**src/rtl/fcs_crc_step.sv**
```systemverilog
module fcs_crc_step #(
    parameter int unsigned        CRC_W  = 32,
    parameter int unsigned        DATA_W = 8,
    parameter logic [CRC_W-1:0]   POLY   = 32'h04C1_1DB7
) (
    input  logic [CRC_W-1:0]  crc_in,
    input  logic [DATA_W-1:0] data_in,
    output logic [CRC_W-1:0]  crc_out
);

    // Unrolled MSB-first LFSR: DATA_W shifts collapse into one XOR network.
    always_comb begin
        logic [CRC_W-1:0] c;
        logic             fb;
        c = crc_in;
        for (int i = 0; i < DATA_W; i++) begin
            fb = c[CRC_W-1] ^ data_in[DATA_W-1-i];
            c  = {c[CRC_W-2:0], 1'b0} ^ (fb ? POLY : '0);
        end
        crc_out = c;
    end

endmodule

```
**config.mk**
```make
export PLATFORM = sky130hd
export DESIGN_NAME = fcs_crc_step
export DESIGN_NICKNAME = d
export VERILOG_FILES = /design/src/rtl/fcs_crc_step.sv
export SDC_FILE = /design/constraint.sdc
export NUM_CORES = 1
export LEC_CHECK = 0
export ABC_CLOCK_PERIOD_IN_PS = 5200
export CAP_MARGIN = 10
export CORE_MARGIN = 5
export CORE_UTILIZATION = 36
export DETAILED_ROUTE_END_ITERATION = 10
export PLACE_DENSITY = 0.84
export SYNTH_ARGS = -nofsm -noshare
export SYNTH_HDL_FRONTEND = slang
export SYNTH_SLANG_ARGS = --single-unit
export TNS_END_PERCENT = 10
```
**constraint.sdc**
```tcl
create_clock -name vclk -period 5.2
set_clock_uncertainty 0.1 [all_clocks]
set_input_delay 1.04 -clock vclk [all_inputs]
set_output_delay 1.04 -clock vclk [all_outputs]
set_load 0.005 [all_outputs]
```
Word level (Yosys, flattened, before mapping)
Cells that the tools add are included.
{ "word_totals": {"register_bits": 0} }
{ "classes": {"muxes": 8, "bitwise_logic": 16} }
{ "ops": {"columns": ["operator", "n"], "rows": [
  ["$xor 32x27->32", 8],
  ["$mux 27", 8],
  ["$xor 1x1->1", 8]
]} }

Logic depth before layout (Yosys ltp)
Gate-level depths: netlist of run 1.
{ "depth": {"ltp_word": 24, "mapped_depth": 3, "mapped_depth_nobuf": 3} }

Worst setup path before layout of run 1
No wires, ideal clock.
{ "synth_path": {"kind": "input port to output port", "from": "input port data_in[7]", "to": "output port crc_out[6]", "arrival_ns": 2.196, "required_time_ns": 4.060, "setup_slack_ns": 1.864, "stages": 3, "cell_sequence": "xnor2_4 -> xnor3_2 -> xor3_1"} }
{ "synth_via": {"elab_chain_len": 12} }
{ "synth_lines": {"columns": ["element", "line_no", "text"], "rows": [
  ["start: declaration", "7", "input logic [DATA_W-1:0] data_in,"],
  ["$xor 1x1->1", "17", "fb = c[CRC_W-1] ^ data_in[DATA_W-1-i];"],
  ["$mux 27", "18", "c = {c[CRC_W-2:0], 1'b0} ^ (fb ? POLY : '0);"],
  ["$xor 32x27->32 (6 in series)", "18", null],
  ["$xor 1x1->1", "17", null],
  ["$mux 27", "18", null],
  ["$xor 32x27->32 (2 in series)", "18", null],
  ["end: declaration", "8", "output logic [CRC_W-1:0] crc_out"]
]} }
Every way passes these cells.

Worst setup path after layout of run 1
{ "layout_path": {"from": "input port data_in[7]", "to": "output port crc_out[5]"} }
The elaborated chain is that of the path after synthesis.

==> results of run 1 <==
[cell families (layout without fill, tap and decap cells)]
family | count (synthesis) | in the layout | share of synthesized area [%]
xor gates and xnor gates | 62 | 62 | 99.6
buffers and inverters | 1 | 73 | 0.379
[tightest hold or removal path, cell delays in order]
cell and delay, ns:
clkdlybuf4s50_1 0.47, xor2_1 0.07, clkdlybuf4s50_1 0.44
[where the power goes]
part	total (mW)	switching, mW	internal, mW
clock	0	0	0
combinational	0.507	0.160	0.347
sequential	0	0	0
[path summary, 6_finish.rpt]
check,depth (start not counted),slack [ns],end,from
hold / removal,3,2.96,crc_out[18],crc_in[10]
setup / recovery,5,0.79,crc_out[5],data_in[7]
[cell usage in the layout (no fill, tap or decap)]
cell type,synthesis,layout
xor2_1,7,7
xor3_2,1,1
xnor3_1,7,7
clkdlybuf4s50_1,0,72
xnor3_2,2,2
xnor2_2,3,3
xnor2_1,25,25
xnor2_4,8,8
xor2_2,1,1
xor3_1,8,8
inv_1,1,1
[routing by layer]
metal | track usage, % | vias up
li1 | - | 350
met1 | 15.0 | 332
met2 | 24.2 | 40
met3 | 3.06 | 4
met4 | 1.59 | 0
met5 | 0 | -
[stage by stage]
| step | utilization [%] | total power, mW | cell area, µm² | setup slack, ns | hold slack, ns |
|---|---|---|---|---|---|
| final | 65.1 | 0.507 | 1750 | 0.792 | 2.96 |
| after global routing | 65.1 | 0.543 | 1750 | 0.701 | 2.98 |
| after CTS | 65.1 | 0.515 | 1750 | 0.781 | 2.96 |
| after detailed placement | 65.1 | 0.510 | 1750 | 0.789 | 2.96 |
| after global placement | 65.1 | 0.506 | 1750 | 0.816 | 2.96 |
| after floorplan | - | 0.244 | 990 | 1.86 | 2.04 |
[layout make-up]
cell class | instances | area share [%]
Timing Repair Buffer | 72 | 41.2
Tap cell | 31 | 2.22
Inverter | 1 | 0.215
Multi-Input combinational cell | 62 | 56.4
==> out/qor.csv, run 1 <==
stage,metric,value,unit
layout,fillers,217,
layout,multiInputGateArea,986,µm²
route,route.detailed.drc,0,
setup_path,crit_path_top_delay_cell,xor3_2,
job,drv_cap,0,
global_route,grt_max_degree,9,
setup_path,cp.arrival,3.27,ns
floorplan,die_h,62.4,µm
power,leakage,0.748,nW
timing,min_period_over_period,84.8,%
setup_path,timing.critical_path.buf_inv,2,
timing,period_needed,4.41,ns
logic_synthesis,synth-seq-area-share,0,%
setup_path,end_kind,primary output,
timing,hold_viol_final,0,
layout,seq_area,0,µm²
route,num_vias,726,
timing,slew_violations,0,
route,drtPass1Iterations,2,
global_route,groute.usage.overall,12.9,%
placed_design,dp_hpwl,2260,µm
logic_synthesis,synth_nets,103,
logic_synthesis,netlist.top_cell.by_area,xnor2_4,
route,wl_met1,937,µm
setup_path,cp_common_cell,clkdlybuf4s50_1,
hold_path,hp-class,primary input to primary output,
timing,max_slew.worst_pin.slew,0.487,ns
floorplan,die-width,62.4,µm
layout,insertedDiodeCount,0,
clock_tree,cts_hold_buf,0,
layout,nClkBuffers,0,
floorplan,coreArea,0.00269,mm²
clock_tree,postCtsSetupRepairBufs,0,
floorplan,rows,19,
route,viasPerCell,4.37,
logic_synthesis,synthTopCellsByArea,"xnor2_4, xnor2_1, xor3_1",
logic_synthesis,synthMostInstantiatedCell,xnor2_1,
floorplan,die-area,0.00390,mm²
layout,nets,177,
setup_path,worst-path-max-fanout,8,
power,power.density,290,mW/mm²
layout,final_cells,166,
setup_path,path_delay_family,XOR/XNOR gates,
setup_path,path_cells,clkdlybuf4s50_1 -> xnor2_4 -> xor3_2 -> xnor3_1 -> clkdlybuf4s50_1,
power,peakVddDrop,0.000232,V
setup_path,required,4.06,ns
route,wl_met2,1350,µm
logic_synthesis,synth.avg_cell_area,15.7,µm²
route,drtAntennaViolNets,0,
logic_synthesis,yosysUniqueCellTypes,10,
timing,setup_tns,0,ns
timing,setup-violations-final,0,
layout,layout-drive-gt1-share,11.1,%
global_route,grt_pass1_wl,4180,µm
placed_design,place_congestion,0.787,
floorplan,pin_count,72,
status,status,finished clean,
route,top_layer_used,met4,
timing,rsz0062_at_grt,no,
logic_synthesis,synth_top_area_share,22.3,%
global_route,overflow,0,
placed_design,dpl.cell_count,166,
setup_path,critical_path.max_stage_delay,0.57,ns
logic_synthesis,synthTopCellsByCount,"xnor2_1, xnor2_4, xor3_1",
placed_design,io_buffers,72,
clock_tree,cts.repair.resized,0,
timing,relSlewSlack,67.4,%
timing,fmax,0.227,GHz
setup_path,startpoint_type,primary input,
route,routed_wl,2510,µm
route,routed-wl-met3,189,µm
route,avgRoutedWirePerCell,15.1,µm
logic_synthesis,syn_area,990,µm²
logic_synthesis,synth_warnings,0,
floorplan,start_util,36.8,%
route,drt_iter0_markers,7,
global_route,grt_antenna_before_repair,0,
setup_path,crit_type,primary input to primary output,
logic_synthesis,netlist_instances,63,
global_route,grt_pass1_vias,873,
layout,area_growth,76.7,%
layout,seq_cells,0,
Note: power is estimated with default switching activity, not from simulation.
==> run 2: changes to the inputs <==
--- a/config.mk
+++ b/config.mk
@@ -5,7 +5,7 @@
 export SDC_FILE = /design/constraint.sdc
 export NUM_CORES = 1
 export LEC_CHECK = 0
-export ABC_CLOCK_PERIOD_IN_PS = 5200
+export ABC_CLOCK_PERIOD_IN_PS = 4400
 export CAP_MARGIN = 10
 export CORE_MARGIN = 5
 export CORE_UTILIZATION = 36
==> constraint.sdc (replaced) <==
create_clock -name vclk -period 4.4
set_clock_uncertainty 0.1 [all_clocks]
set_input_delay 0.88 -clock vclk [all_inputs]
set_output_delay 0.88 -clock vclk [all_outputs]
set_load 0.005 [all_outputs]
==> out/qor.csv, run 2 (synthesis gave the netlist of run 1 again) <==
stage,metric,value,unit
status,status,finished clean,
layout,seq_cells,0,
power,power.internal,0.411,mW
layout,layout-drive-gt1-share,11.8,%
route,num_vias,744,
layout,utilization,65.4,%
global_route,grt_antenna_before_repair,0,
power,swShare,31.6,%
timing,period_needed,4.03,ns
global_route,use_met3,3.96,%
layout,nClkBuffers,0,
route,drtPass1Iterations,2,
timing,slew_violations,0,
clock_tree,postCtsSetupRepairBufs,0,
floorplan,coreArea,0.00269,mm²
layout,insertedDiodeCount,0,
route,viasPerCell,4.46,
timing,max_slew.worst_pin.slew,0.525,ns
global_route,overflow,0,
layout,most-common-layout-cells,"clkdlybuf4s50_1, xnor2_1, xnor2_4, xor3_1",
timing,setup_tns,0,ns
placed_design,io_buffers,72,
power,peakVddDrop,0.000275,V
power,combPwrFrac,100.0,%
power,seq_power_share,0,%
timing,relSlewSlack,64.8,%
route,routed_wl,2620,µm
route,drtAntennaViolNets,0,
layout,layout_commonest_cell,clkdlybuf4s50_1,
power,power.density,342,mW/mm²
setup_path,end_kind,primary output,
layout,nets,178,
power,p_sw,0.190,mW
power,clockPowerShare,0,%
job,drv_cap,0,
power,power,0.600,mW
global_route,grt_most_used_layer,met2,
layout,seq_area,0,µm²
placed_design,place_congestion,0.765,
global_route,grt_max_degree,8,
timing,min_period_over_period,91.7,%
setup_path,required,3.42,ns
floorplan,rows,19,
floorplan,pin_count,72,
setup_path,worst-path-max-fanout,6,
route,avgRoutedWirePerCell,15.7,µm
timing,rsz0062_at_grt,no,
route,drt_iter0_markers,11,
floorplan,die-area,0.00390,mm²
route,route.detailed.drc,0,
global_route,grt_pass1_wl,4220,µm
setup_path,cp.arrival,3.05,ns
placed_design,dp_hpwl,2370,µm
clock_tree,cts_hold_buf,0,
global_route,grt_pass1_vias,906,
floorplan,die_h,62.4,µm
timing,setup-violations-final,0,
timing,fmax,0.248,GHz
clock_tree,cts.repair.resized,0,
hold_path,hp-class,primary input to primary output,
layout,fin_area,0.00176,mm²
setup_path,startpoint_type,primary input,
layout,area_growth,77.5,%
global_route,groute.usage.overall,13.3,%
power,leakage,0.753,nW
global_route,use_met2,28.4,%
timing,hold_viol_final,0,
global_route,use_met1,12.4,%
floorplan,start_util,36.8,%
floorplan,die-width,62.4,µm
placed_design,place_area,0.00176,mm²
setup_path,crit_type,primary input to primary output,
run 2: cell types whose count changed in the layout (fill, tap and decap cells not counted):
cell	delta
buf_4	+1
run 2: area by class of cell:
type | instances | area (µm²)
Multi-Input combinational cell | 62 | 986
Fill cell | 212 | 930
Tap cell | 31 | 38.8
Timing Repair Buffer | 73 | 728
Inverter | 1 | 3.75
run 2: final timing paths:
kind | from | to | slack [ns] | cells after the start
setup / recovery | data_in[2] | crc_out[6] | 0.37 | 5
hold / removal | crc_in[22] | crc_out[30] | 2.64 | 3
run 2: power by group through the flow:
stage	combinational, mW	sequential (mW)	clock, mW
floorplan	0.289	0	0
global placement	0.599	0	0
detailed placement	0.607	0	0
CTS	0.613	0	0
global route	0.644	0	0
finish	0.600	0	0
run 2: layer usage:
metal | vias up | wire length, µm
met5 | - | 0
met4 | 0 | 20
met3 | 2 | 236
met2 | 38 | 1510
met1 | 350 | 859
li1 | 354 | -
run 2: metrics by stage:
stage	hold slack [ns]	setup WS, ns	cells
final	2.64	0.366	167
after global routing	2.67	0.277	167
after CTS	2.65	0.335	167
after detailed placement	2.65	0.345	167
after global placement	2.64	0.384	167
after floorplan	1.72	1.38	63
run 2: critical path: stages:
cell and delay [ns]:
clkdlybuf4s50_1 0.49, xnor2_4 0.37, xnor3_2 0.47, xor3_1 0.38
clkdlybuf4s50_1 0.47
